File: src/rtl/serin_pkg.sv
package serin_pkg;

  typedef enum logic [1:0] {
    ST_IDLE  = 2'd0,
    ST_LOAD  = 2'd1,
    ST_SHIFT = 2'd2,
    ST_DONE  = 2'd3
  } rd_state_t;

  localparam int BITS_PER_DEV = 8;

endpackage

File: src/rtl/serin_sync.sv
module serin_sync #(
  parameter int STAGES = 2
) (
  input  logic clk,
  input  logic rst_n,
  input  logic d_async,
  output logic d_sync
);

  logic [STAGES-1:0] pipe;

  always_ff @(posedge clk or negedge rst_n) begin
    if (!rst_n) pipe <= '0;
    else        pipe <= {pipe[STAGES-2:0], d_async};
  end

  assign d_sync = pipe[STAGES-1];

endmodule

File: src/rtl/serin_clkgen.sv
module serin_clkgen #(
  parameter int DIV_HALF = 2
) (
  input  logic clk,
  input  logic rst_n,
  input  logic run,
  output logic sclk,
  output logic rise_tick,
  output logic fall_tick
);

  localparam int PW = $clog2(DIV_HALF + 1);

  logic [PW-1:0] ph;
  logic          hi;
  logic          ph_end;

  assign ph_end = (ph == PW'(DIV_HALF - 1));

  always_ff @(posedge clk or negedge rst_n) begin
    if (!rst_n) begin
      ph <= '0;
      hi <= 1'b0;
    end else if (!run) begin
      ph <= '0;
      hi <= 1'b0;
    end else if (ph_end) begin
      ph <= '0;
      hi <= ~hi;
    end else begin
      ph <= ph + 1'b1;
    end
  end

  assign sclk      = hi;
  assign rise_tick = run && !hi && ph_end;
  assign fall_tick = run &&  hi && ph_end;

  // a low-phase end is followed by a rising shift clock
  p_rise_after_tick_r4: assert property (@(posedge clk) disable iff (!rst_n)
    rise_tick |=> $rose(sclk));

  // no shift clock activity outside the shift phase
  p_idle_low_r4: assert property (@(posedge clk) disable iff (!rst_n)
    !run |=> !sclk);

endmodule

File: src/rtl/serin_shift.sv
module serin_shift #(
  parameter int W = 16
) (
  input  logic         clk,
  input  logic         rst_n,
  input  logic         take,
  input  logic         din,
  output logic [W-1:0] word
);

  always_ff @(posedge clk or negedge rst_n) begin
    if (!rst_n)    word <= '0;
    else if (take) word <= {word[W-2:0], din};
  end

endmodule

File: src/rtl/serin_reader.sv
module serin_reader
  import serin_pkg::*;
#(
  parameter int NUM_DEV  = 2,
  parameter int DIV_HALF = 2,
  parameter int LOAD_CYC = 3
) (
  input  logic                            clk,
  input  logic                            rst_n,
  input  logic                            start,
  output logic                            busy,
  output logic                            sh_load_n,
  output logic                            sh_clk,
  input  logic                            sh_din,
  output logic                            rd_valid,
  output logic [BITS_PER_DEV*NUM_DEV-1:0] rd_word
);

  localparam int W   = BITS_PER_DEV * NUM_DEV;
  localparam int BCW = $clog2(W);
  localparam int LCW = $clog2(LOAD_CYC + 1);

  initial begin
    assert (DIV_HALF >= 2) else $error("DIV_HALF below 2 breaks sampling margin");
    assert (LOAD_CYC >= 1) else $error("LOAD_CYC must be at least 1");
  end

  rd_state_t      state;
  logic [LCW-1:0] lcnt;
  logic [BCW-1:0] bcnt;
  logic           run, rise_tick, fall_tick, din_s;

  assign run = (state == ST_SHIFT);

  serin_sync #(.STAGES(2)) u_sync (
    .clk(clk), .rst_n(rst_n), .d_async(sh_din), .d_sync(din_s)
  );

  serin_clkgen #(.DIV_HALF(DIV_HALF)) u_clk (
    .clk(clk), .rst_n(rst_n), .run(run),
    .sclk(sh_clk), .rise_tick(rise_tick), .fall_tick(fall_tick)
  );

  serin_shift #(.W(W)) u_shift (
    .clk(clk), .rst_n(rst_n), .take(rise_tick), .din(din_s), .word(rd_word)
  );

  always_ff @(posedge clk or negedge rst_n) begin
    if (!rst_n) begin
      state <= ST_IDLE;
      lcnt  <= '0;
      bcnt  <= '0;
    end else begin
      case (state)
        ST_IDLE: if (start) begin
          state <= ST_LOAD;
          lcnt  <= '0;
        end
        ST_LOAD: if (lcnt == LCW'(LOAD_CYC - 1)) begin
          state <= ST_SHIFT;
          bcnt  <= '0;
        end else begin
          lcnt <= lcnt + 1'b1;
        end
        ST_SHIFT: if (fall_tick) begin
          if (bcnt == BCW'(W - 1)) state <= ST_DONE;
          else                     bcnt  <= bcnt + 1'b1;
        end
        default: state <= ST_IDLE;
      endcase
    end
  end

  assign busy      = (state != ST_IDLE);
  assign sh_load_n = (state != ST_LOAD);
  assign rd_valid  = (state == ST_DONE);

  // shift clock quiet while the capture strobe is low
  p_sclk_quiet_in_load_r2: assert property (@(posedge clk) disable iff (!rst_n)
    !sh_load_n |-> !sh_clk);

  // completion strobe lasts one cycle
  p_valid_single_r6: assert property (@(posedge clk) disable iff (!rst_n)
    rd_valid |=> !rd_valid);

  // busy only drops right after the completion strobe
  p_busy_ends_after_valid_r6: assert property (@(posedge clk) disable iff (!rst_n)
    $fell(busy) |-> $past(rd_valid));

  // once past the strobe, a transfer never re-captures
  p_no_reload_r7: assert property (@(posedge clk) disable iff (!rst_n)
    (busy && sh_load_n) |=> sh_load_n);

  // the shift clock only rises during the shift phase
  p_rise_only_shift_r3: assert property (@(posedge clk) disable iff (!rst_n)
    $rose(sh_clk) |-> $past(state == ST_SHIFT));

endmodule

File: config.mk
export PLATFORM = sky130hd
export DESIGN_NAME = serin_reader
export DESIGN_NICKNAME = d
export VERILOG_FILES = /design/src/rtl/serin_pkg.sv /design/src/rtl/serin_sync.sv /design/src/rtl/serin_clkgen.sv /design/src/rtl/serin_shift.sv /design/src/rtl/serin_reader.sv
export SDC_FILE = /design/constraint.sdc
export NUM_CORES = 1
export LEC_CHECK = 0
export ABC_AREA = 1
export BUFFER_PORTS_ARGS = -buffer_cell sky130_fd_sc_hd__buf_2
export CORE_ASPECT_RATIO = 1.1
export CORE_UTILIZATION = 59
export CTS_CLUSTER_DIAMETER = 50
export DETAILED_ROUTE_END_ITERATION = 10
export PLACE_DENSITY = 0.85
export SKIP_CTS_REPAIR_TIMING = 1
export SLEW_MARGIN = 40
export SYNTH_ARGS = -nofsm -noshare
export SYNTH_HDL_FRONTEND = slang
export SYNTH_SLANG_ARGS = --single-unit
File: constraint.sdc
create_clock -name clk -period 2.7 [get_ports clk]
set_input_delay 0.54 -clock clk [delete_from_list [all_inputs] [get_ports clk]]
set_output_delay 0.54 -clock clk [all_outputs]
set_load 0.03 [all_outputs]
**After elaboration in Yosys (flattened, before gate mapping)**

Index checks and enable logic that the tools add are counted.

- Add/sub/neg operators: 3
- Eq/ne operators: 14
- Multiplexer cells: 16
- Bitwise operators: 1
- Reduce and logical (&&, ||, !) cells: 12

Operator list:

| cell | count |
|---|---|
| $mux W2 | 8 |
| $ne A2 B2 Y1 const B | 7 |
| $mux W4 | 3 |
| $pmux W4 S2 | 1 |
| $reduce_and A4 Y1 | 2 |
| $eq A2 B2 Y1 const B | 3 |
| $pmux W2 S3 | 1 |
| $reduce_bool A2 Y1 | 3 |
| $add A2 B1 Y2 const B | 2 |
| $add A4 B1 Y4 const B | 1 |
| $eq A2 B1 Y1 const B | 2 |
| $eq A4 B4 Y1 const B | 1 |
| $logic_and A1 B1 Y1 | 4 |
| $pmux W2 S2 | 1 |
| $reduce_and A3 Y1 | 1 |
| $logic_not A2 Y1 | 1 |
| $mux W1 | 2 |
| $ne A2 B1 Y1 const B | 1 |
| $logic_not A1 Y1 | 1 |
| $not A1 Y1 | 1 |

- Bits in registers: 29
- Input bits: 4
- Output and inout bits: 20
- Logic and storage cells: 53

**Longest topological paths before layout**

Gate-level depths: netlist of the first run.

- Depth after elaboration: 5
- Depth in mapped cells: 9
- Gate-level depth less buffers: 9

**Hierarchy**

A second synthesis of the first run with hierarchy kept.

- Cell total of the unflattened synthesis: 165
- Area total of the unflattened synthesis: 1435.1 um^2

By module, submodules not included:

| module | instances | cells an instance | area an instance (um^2) | sequential area each (um^2) |
|---|---|---|---|---|
| serin_shift | 1 | 68 | 684.4 | 400.4 |
| serin_reader | 1 | 77 | 565.5 | 200.2 |
| serin_clkgen | 1 | 18 | 135.1 | 75.1 |
| serin_sync | 1 | 2 | 50.0 | 50.0 |

**Worst setup path after synthesis of the first run**

No wires, ideal clock.

- Kind: register to output
- From: reg state[1]
- To: out sh_load_n
- Data arrival time: 905 ps
- Slack: 1255 ps
- Stages on the path, launching flop included: 4
- Buffers on the path: 0
- Path through: dfrtp_1 inv_1 ha_1 inv_1

- Longest elaborated chain between the ends: 1

Ends and longest elaborated chain:

| element | RTL line | source |
|---|---|---|
| start: declaration | serin_reader.sv:28 | `rd_state_t state;` |
| start signal: assignment | serin_reader.sv:50 | `state <= ST_IDLE;` |
| start signal: assignment | serin_reader.sv:56 | `state <= ST_LOAD;` |
| start signal: assignment | serin_reader.sv:60 | `state <= ST_SHIFT;` |
| $ne A2 B1 Y1 | serin_reader.sv:75 | `assign sh_load_n = (state != ST_LOAD);` |
| end: declaration | serin_reader.sv:12 | `output logic sh_load_n,` |

Every way passes these cells.

**Worst setup path after layout of the first run**

- From: reg state[0]
- To: reg u_shift.word[6]

- Longest elaborated chain between the ends: 3

Ends and longest elaborated chain:

| element | RTL line | source |
|---|---|---|
| $eq A2 B2 Y1 | serin_reader.sv:33 | `assign run = (state == ST_SHIFT);` |
| $logic_and A1 B1 Y1 (2 in a row) | serin_clkgen.sv:36 | `assign rise_tick = run && !hi && ph_end;` |
| end signal: assignment | serin_shift.sv:13 | `else if (take) word <= {word[W-2:0], din};` |
| end: declaration | serin_shift.sv:8 | `output logic [W-1:0] word` |

Every way passes these cells.
A chain may end at the register's enable or synchronous reset.

==> results of run 1 <==
## cells in the mapped netlist
cell,n
nand3b_1,1
nor2_2,6
nand2_4,3
a21oi_1,2
a21oi_2,8
nand2_1,30
o211ai_4,1
nor2_1,13
nor3_1,1
o21ai_1,7
buf_6,4
nand2_2,4
inv_1,21
inv_2,1
ha_1,7
o22ai_1,1
o21ai_0,2
nor2_8,1
o21ai_2,1
nand3_1,7
dfrtp_1,29
nand3_4,1
## per-stage QoR
stage / util / power (mW)
after floorplan: - / 1.79
after global placement: 0.683 / 1.97
after detailed placement: 0.683 / 2.02
after CTS: 0.713 / 2.32
after global routing: 0.713 / 2.47
final: 0.713 / 2.30
## kinds of logic after synthesis
logic type | Yosys count | share of synthesized area
buffers and inverters | 26 | 0.0883
AND/OR/NAND/NOR | 67 | 0.237
adder cells (fa/ha/maj) | 7 | 0.0606
AO/OA/AOI/OAI | 22 | 0.112
flip-flops | 29 | 0.502
## cell type report
class,instances,area [µm²],area share
Sequential cell,29,726,0.447
Multi-Input combinational cell,96,592,0.365
Timing Repair Buffer,23,115,0.0709
Inverter,22,82.6,0.0509
Clock buffer,7,65.1,0.0401
Tap cell,30,37.5,0.0231
Clock inverter,1,5.00,0.00308
## sequential cells by signal, summed over array words and instances (netlist names)
signal and cells:
u_shift.word 16, bcnt 4, lcnt 2, state 2, u_clk.ph 2, u_sync.pipe 2
u_clk.sclk 1
## power breakdown
part           total [mW]  switching [mW]  internal, mW  leakage, nW
sequential          0.722           0.113         0.609        0.359
combinational        1.28           0.880         0.397        0.464
clock               0.298           0.147         0.151       0.0413
total                2.30            1.14          1.16        0.864
## per-layer routing
| metal | vias up | wire (µm) | track usage |
|---|---|---|---|
| met5 | - | 0 | 0 |
| met4 | 0 | 44 | 0.0882 |
| met3 | 7 | 123 | 0.0819 |
| met2 | 23 | 1070 | 0.324 |
| met1 | 461 | 1020 | 0.234 |
| li1 | 522 | - | - |
## final timing paths
kind	start	endpoint	cells past startpoint
setup / recovery	state[0]	u_shift.word[6]	5
hold reg to reg	u_sync.pipe[0]	u_sync.pipe[1]	0
hold / removal	rst_n	u_clk.sclk	1
setup reg to reg	state[0]	u_shift.word[6]	5
max in group asynchronous	rst_n	bcnt[3]	1
min in group clk	sh_din	u_sync.pipe[0]	1
==> summary.txt, run 1 <==
Status - finished, final reports clean
Top cell type's share of synthesized area - 0.502
Worst-path fanout max - 33
Critical path arrival - 2.17 ns
Routability cong. - 0.862
Commonest non-fill, non-tap cells in the layout - nand2_1, dfrtp_1, buf_2
CTS Buf Count - 5
Die area - 0.00265 mm²
CTS tree - built
CP top delay family - simple AND/OR/NAND/NOR gates
Syn Inst Count - 151
Aggregate global-route resource usage - 0.199
Crit Path Class - flip-flop to flip-flop
Synth Area per Inst - 9.57 µm²
Clock latency on the worst-skew pair - 0.33 ns
Core ar. - 0.00227 mm²
HPWL Detailed - 1680 µm
Ports - 24
Synth unique cells - 22
Final Max Slew Viols - 0
Crit path largest cell delay - 0.52 ns
P&R area growth vs syn - 12.3%
Hold slack - 0.214 ns
CP cell instances - inv_1, ha_1, nand3_4, nor2_1, a21oi_2
Worst Setup End Kind - flip-flop
Root Driver - clkbuf_4
Layout Skew - 0.00774 ns
Post-synthesis net count - 162
Fillcell total - 183
Pwr Density - 1420 mW/mm²
Placed instance area - 0.00155 mm²
Setup TNS - 0 ns
Slew HR - 0.592
Number of buffers added on ports - 23
Worst-Margin Slew - 0.612 ns
Seq/Total Area, Yosys - 0.502
Global-route wire length before repair - 3800 µm
Die Ht - 53.9 µm
Peak VDD IR - 0.000964 V
Aggregate global routing overflow - 0
CP startpoint kind - flip-flop
Cell taking the most area after synthesis - dfrtp_1
CP bufs+invs - 1
Die Width - 49.2 µm
Final hold violation count - 0
Synth warnings - 0
Rows - 18
H-tree Lvls - 2
Seq cells post-synth - 29
Initial antenna violation count - 0
Synth Cell Area - 0.00145 mm²
WL/cell - 10.9 µm
N_diodes - 0
Final instance area - 0.00162 mm²
RSZ-0062 raised after global routing - no
Most common cell after layout, fill and taps aside - nand2_1
Via/cell ratio - 4.87
Post-Route WL - 2260 µm
Fmax - 510 MHz
Starting DRT DRC Count - 12
Nets - 188
Reg2reg setup slack - 0.74 ns
Initial Util - 0.635
Layout cells sized above 1 - 0.320
Final setup margin - 0.741 ns
Setup Slack @ Placement - 0.728 ns
Drt first pass iters - 4
Non-filler cells, final - 208
DRC - 0
Routed Antenna Nets - 0
Inst Count DP - 200
Vias in the first global route - 891
CP required - 2.91 ns
Largest net degree at the start of global routing - 34
Clock transition at path regs - 0.09 ns
Clk buf depth - 2
Max Cap Viol - 0
Clock sinks - 29
Final Cycle Share - 0.726
Hold Crit Class - input port to async pin
Top cells by area, synth - dfrtp_1, nand2_1, ha_1, inv_1, a21oi_2
Final setup viols - 0
Leak pwr - 0.864 nW
Via Count - 1013
Period minus WS final - 1.96 ns
Crit-path slowest cell - ha_1
Power figures use the tool's default switching activity.
==> inputs of run 2 (changes only) <==
CORE_UTILIZATION = 49   (was 59)
PLACE_DENSITY = 0.76   (was 0.85)
clock period = 1.64 ns   (was 2.7 ns; I/O delays follow)
==> run 2 against run 1 <==
First-iteration DRC count is 92% higher. Setup slack worse by 0.73 ns. Highest routed layer unchanged. Combinational power is 82% higher. Clock power is 47% higher. Utilization is 11 points lower. Worst hold slack worse by 0.21 ns. Register-to-register slack worse by 0.62 ns. Critical path depth stayed put. Clock skew is 0.0013 ns higher. Via count is 5.3% higher. Power is 71% higher. Global-route usage is 2.0 points lower.
==> summary.txt, run 2 (same netlist as run 1, synthesis figures left out) <==
Status - finished, final reports clean (unchanged)
P&R area growth vs syn - 16.2% (was 12.3%)
H-tree Lvls - 2 (unchanged)
Routed Antenna Nets - 0 (unchanged)
Die Width - 53.8 µm (was 49.2 µm)
HPWL Detailed - 1730 µm (was 1680 µm)
Worst-path fanout max - 4 (was 33)
CTS Buf Count - 5 (unchanged)
Via/cell ratio - 4.94 (was 4.87)
Die area - 0.00317 mm² (was 0.00265 mm²)
Clk buf depth - 2 (unchanged)
Max Cap Viol - 0 (unchanged)
Final Cycle Share - 0.992
Rows - 20 (was 18)
Slew HR - 0.584 (was 0.592)
Post-Route WL - 2510 µm (was 2260 µm)
Number of flip-flops under the largest register name - 16 (unchanged)
Peak VDD IR - 0.00132 V (was 0.000964 V)
Layout Skew - 0.00906 ns (was 0.00774 ns)
Setup TNS - 0 ns (unchanged)
Number of buffers added on ports - 23 (unchanged)
Hold Crit Class - input port to async pin (unchanged)
Layout cells sized above 1 - 0.366 (was 0.320)
Routability cong. - 0.775 (was 0.862)
Worst Setup End Kind - output pin (was flip-flop)
Root Driver - clkbuf_4 (unchanged)
RSZ-0062 raised after global routing - yes (was no)
Initial antenna violation count - 0 (unchanged)
Vias in the first global route - 966 (was 891)
Aggregate global-route resource usage - 0.179 (was 0.199)
Ports - 24 (unchanged)
Aggregate global routing overflow - 0 (unchanged)
Drt first pass iters - 4 (unchanged)
Final hold violation count - 0 (unchanged)
Non-filler cells, final - 216 (was 208)
Core Util, Final - 0.605 (was 0.713)
Most common cell after layout, fill and taps aside - nand2_1 (unchanged)
Leak pwr - 0.880 nW (was 0.864 nW)
Via Count - 1067 (was 1013)
Inst Count DP - 206 (was 200)
Fmax - 615 MHz
Clock latency on the worst-skew pair - 0.33 ns (about the same)
Clock transition at path regs - 0.09 ns (about the same)
Critical path arrival - 1.30 ns (was 2.17 ns)
Nets - 194 (was 188)
Final setup viols - 0 (unchanged)
Largest net degree at the start of global routing - 34 (unchanged)
Starting DRT DRC Count - 23 (was 12)
N_diodes - 0 (unchanged)
WL/cell - 11.6 µm (was 10.9 µm)
Die Ht - 59.0 µm (was 53.9 µm)
Commonest non-fill, non-tap cells in the layout - nand2_1, dfrtp_1, buf_2 (unchanged)
DRC - 0 (unchanged)
Initial Util - 0.520 (was 0.635)
Pwr Density - 2340 mW/mm² (was 1420 mW/mm²)
CP startpoint kind - flip-flop (unchanged)
CTS tree - built (unchanged)
Worst-Margin Slew - 0.624 ns (was 0.612 ns)
Core ar. - 0.00278 mm² (was 0.00227 mm²)
Most flops, register - u_shift.word (unchanged)
CP required - 1.31 ns (was 2.91 ns)
Global-route wire length before repair - 3960 µm (was 3800 µm)
Final Max Slew Viols - 0 (unchanged)
Clock sinks - 29 (unchanged)
Crit Path Class - flip-flop to output pin (was flip-flop to flip-flop)
Period minus WS final - 1.63 ns
Largest regs - u_shift.word (16), bcnt (4) (unchanged)
## run 2: layer usage
metal	vias up	track usage	wire length, µm
met5	-	0	0
met4	0	0.117	63
met3	8	0.0543	105
met2	21	0.289	1210
li1	538	-	-
met1	500	0.200	1120
## run 2: cell type report
cell class	count	area (µm²)
well taps	33	41.3
fillers	232	1100
flip-flops and latches	29	726
multi-input cells	97	609
clock buffers	7	55.1
inverters	22	82.6
repair buffers	28	165
## run 2: final timing paths
check	start	endpoint	slack (ns)	cells after the start
min in group clk	sh_din	u_sync.pipe[0]	0.11	1
setup reg to reg	state[0]	bcnt[3]	0.12	9
max in group asynchronous	rst_n	u_sync.pipe[0]	1.22	1
hold / removal	rst_n	u_shift.word[10]	0.008	1
setup / recovery	state[1]	busy	0.01	5
hold reg to reg	u_sync.pipe[0]	u_sync.pipe[1]	0.35	0
## run 2: power breakdown
group	internal (mW)	leakage, nW	switching, mW
registers	1.00	0.359	0.169
logic	0.780	0.490	1.55
clock network	0.202	0.0314	0.235
## run 2: worst max-delay path: stages (launching register included)
cell and delay (ns):
dfrtp_1 0.40, buf_4 0.16, inv_2 0.06, ha_2 0.18, inv_2 0.05, buf_6 0.13
## run 2: metrics by stage
stage               total power, mW  area [µm²]  setup WS, ns  hold slack (ns)
floorplan                      2.94        1450         0.209           0.0324
global placement               3.30        1580         0.157            0.332
detailed placement             3.39        1580        0.0882            0.336
CTS                            3.83        1630        -0.175           0.0218
global route                   4.24        1680       -0.0430           0.0598
finish                         3.94        1680        0.0128          0.00797
==> inputs of run 3 (changes only) <==
==> constraint.sdc (replaced) <==
create_clock -name clk -period 1.64 [get_ports clk]
set_input_delay 0.082 -clock clk [delete_from_list [all_inputs] [get_ports clk]]
set_output_delay 0.082 -clock clk [all_outputs]
set_load 0.03 [all_outputs]
==> run 3 against run 2 <==
Final area decreased by 0.75%. Setup slack better by 0.080 ns. Combinational power decreased by 4%. First-iteration DRC count rose by 17%. Register-to-register slack is essentially flat. Via count decreased by 1.3%. Critical path depth fell by 1. Clock-buffer cell count stayed put. Clock skew about the same. Final cell count is the same. Sequential power about the same. Critical path type unchanged. Critical endpoint is now sh_load_n.
==> summary.txt, run 3 (same netlist as run 1, synthesis figures left out) <==
Status - finished, final reports clean (unchanged)
Aggregate global-route resource usage - 0.179 (unchanged)
Root Driver - clkbuf_4 (unchanged)
Final hold violation count - 0 (unchanged)
Die area - 0.00317 mm² (unchanged)
WL/cell - 11.6 µm (about the same)
Layout Skew - 0.00925 ns (was 0.00906 ns)
Placed instance area - 0.00158 mm² (unchanged)
Core Util, Final - 0.600 (was 0.605)
Peak VDD IR - 0.00136 V (was 0.00132 V)
Die Width - 53.8 µm (unchanged)
Grt peak-use layer - met2 (unchanged)
Most common cell after layout, fill and taps aside - nand2_1 (unchanged)
P_int - 1.91 mW (was 1.98 mW)
Die Ht - 59.0 µm (unchanged)
N_diodes - 0 (unchanged)
RSZ-0062 raised after global routing - no (was yes)
Flop pwr share - 0.305 (was 0.298)
Initial antenna violation count - 0 (unchanged)
Core ar. - 0.00278 mm² (unchanged)
Drt first pass iters - 3 (was 4)
H-tree Lvls - 2 (unchanged)
Fmax - 647 MHz (was 615 MHz)
Switching power - 1.93 mW (was 1.95 mW)
Hold Crit Class - input port to flip-flop (was input port to async pin)
Met2 Use GR - 0.289 (unchanged)
Nets - 194 (unchanged)
HPWL Detailed - 1730 µm (unchanged)
Clock latency on the worst-skew pair - 0.33 ns (about the same)
Layout cells sized above 1 - 0.328 (was 0.366)
Met1 Use GR - 0.200 (unchanged)
Via/cell ratio - 4.88 (was 4.94)
Worst-Margin Slew - 0.636 ns (was 0.624 ns)
Gate power share - 0.581 (was 0.591)
Most flops, register - u_shift.word (unchanged)
Period minus WS final - 1.55 ns (was 1.63 ns)
Number of buffers added on ports - 23 (unchanged)
Final setup margin - 0.0933 ns (was 0.0128 ns)
Critical path arrival - 1.46 ns (was 1.30 ns)
Crit Path Class - flip-flop to output pin (unchanged)
Largest net degree at the start of global routing - 34 (unchanged)
Commonest non-fill, non-tap cells in the layout - nand2_1, dfrtp_1, buf_2 (unchanged)
Aggregate global routing overflow - 0 (unchanged)
CP required - 1.56 ns (was 1.31 ns)
Routed Antenna Nets - 0 (unchanged)
Setup TNS - 0 ns (unchanged)
DRC - 0 (unchanged)
Starting DRT DRC Count - 27 (was 23)
Setup Slack @ Placement - 0.0882 ns (unchanged)
Routability cong. - 0.775 (unchanged)
Via Count - 1053 (was 1067)
CP startpoint kind - flip-flop (unchanged)
Post-Route WL - 2500 µm (was 2510 µm)
Vias in the first global route - 966 (unchanged)
CTS Buf Count - 5 (unchanged)
Final Max Slew Viols - 0 (unchanged)
Initial Util - 0.520 (unchanged)
Rows - 20 (unchanged)
Clock sinks - 29 (unchanged)
Clock Power Share - 0.114 (was 0.111)
Max Cap Viol - 0 (unchanged)
Clk buf depth - 2 (unchanged)
Worst-path fanout max - 4 (unchanged)
Pwr Density - 2310 mW/mm² (was 2340 mW/mm²)
Power, Total - 3.84 mW (was 3.94 mW)
Final Cycle Share - 0.943 (was 0.992)
GR Util met3 - 0.0543 (unchanged)
Largest regs - u_shift.word (16), bcnt (4) (unchanged)
Global-route wire length before repair - 3960 µm (unchanged)
Final setup viols - 0 (unchanged)
Number of flip-flops under the largest register name - 16 (unchanged)
Clock transition at path regs - 0.08 ns (was 0.09 ns)
CTS tree - built (unchanged)
Leak pwr - 0.878 nW (was 0.880 nW)
Sw frac - 0.502 (was 0.496)
Ports - 24 (unchanged)
P&R area growth vs syn - 15.3% (was 16.2%)
Worst Setup End Kind - output pin (unchanged)
Final instance area - 0.00167 mm² (was 0.00168 mm²)
Slew HR - 0.576 (was 0.584)
-- run 3: cell count changes in the layout (fill, tap and decap cells not counted), sizes merged --
cell,previous run,this run
buf,28,26
dlygate4sd3,0,2
-- run 3: cell type report --
class | instances | area, µm²
multi-input combinational | 97 | 604
fill | 233 | 1110
sequential | 29 | 726
timing repair buffer | 28 | 158
clock buffer | 7 | 55.1
inverter | 22 | 82.6
tap | 33 | 41.3
-- run 3: stage by stage --
stage	hold WS (ns)	std cells
2_1_floorplan	-0.214	151
3_3_place_gp	0.128	206
3_5_place_dp	0.134	206
4_1_cts	-0.224	213
5_1_grt	0.203	216
6_report	0.146	216
-- run 3: power by group through the flow --
stage / clock network, mW / registers, mW / logic (mW)
final: 0.437 / 1.17 / 2.23
after global placement: 0 / 1.17 / 2.13
after detailed placement: 0 / 1.19 / 2.20
after global routing: 0.480 / 1.21 / 2.45
after floorplan: 0 / 1.59 / 1.35
after CTS: 0.450 / 1.18 / 2.21
-- run 3: final timing paths --
path,end,startpoint,slack (ns),cells after the start
setup reg to reg,bcnt[3],state[0],0.12,9
max in group asynchronous,u_sync.pipe[0],rst_n,0.92,2
min in group asynchronous,u_shift.word[8],rst_n,0.30,2
hold / removal,lcnt[0],start,0.15,5
setup / recovery,sh_load_n,state[0],0.09,4
hold reg to reg,u_sync.pipe[1],u_sync.pipe[0],0.35,0
-- run 3: routing by layer --
metal / vias up / wire length [µm]
met2: 21 / 1180
met1: 489 / 1160
met5: - / 0
met3: 8 / 103
met4: 0 / 64
li1: 535 / -
-- run 3: critical path, stage by stage, from the launching register on --
cell and delay [ns]:
dfrtp_1 0.39, buf_4 0.15, ha_1 0.20, inv_1 0.17
buf_2 0.23
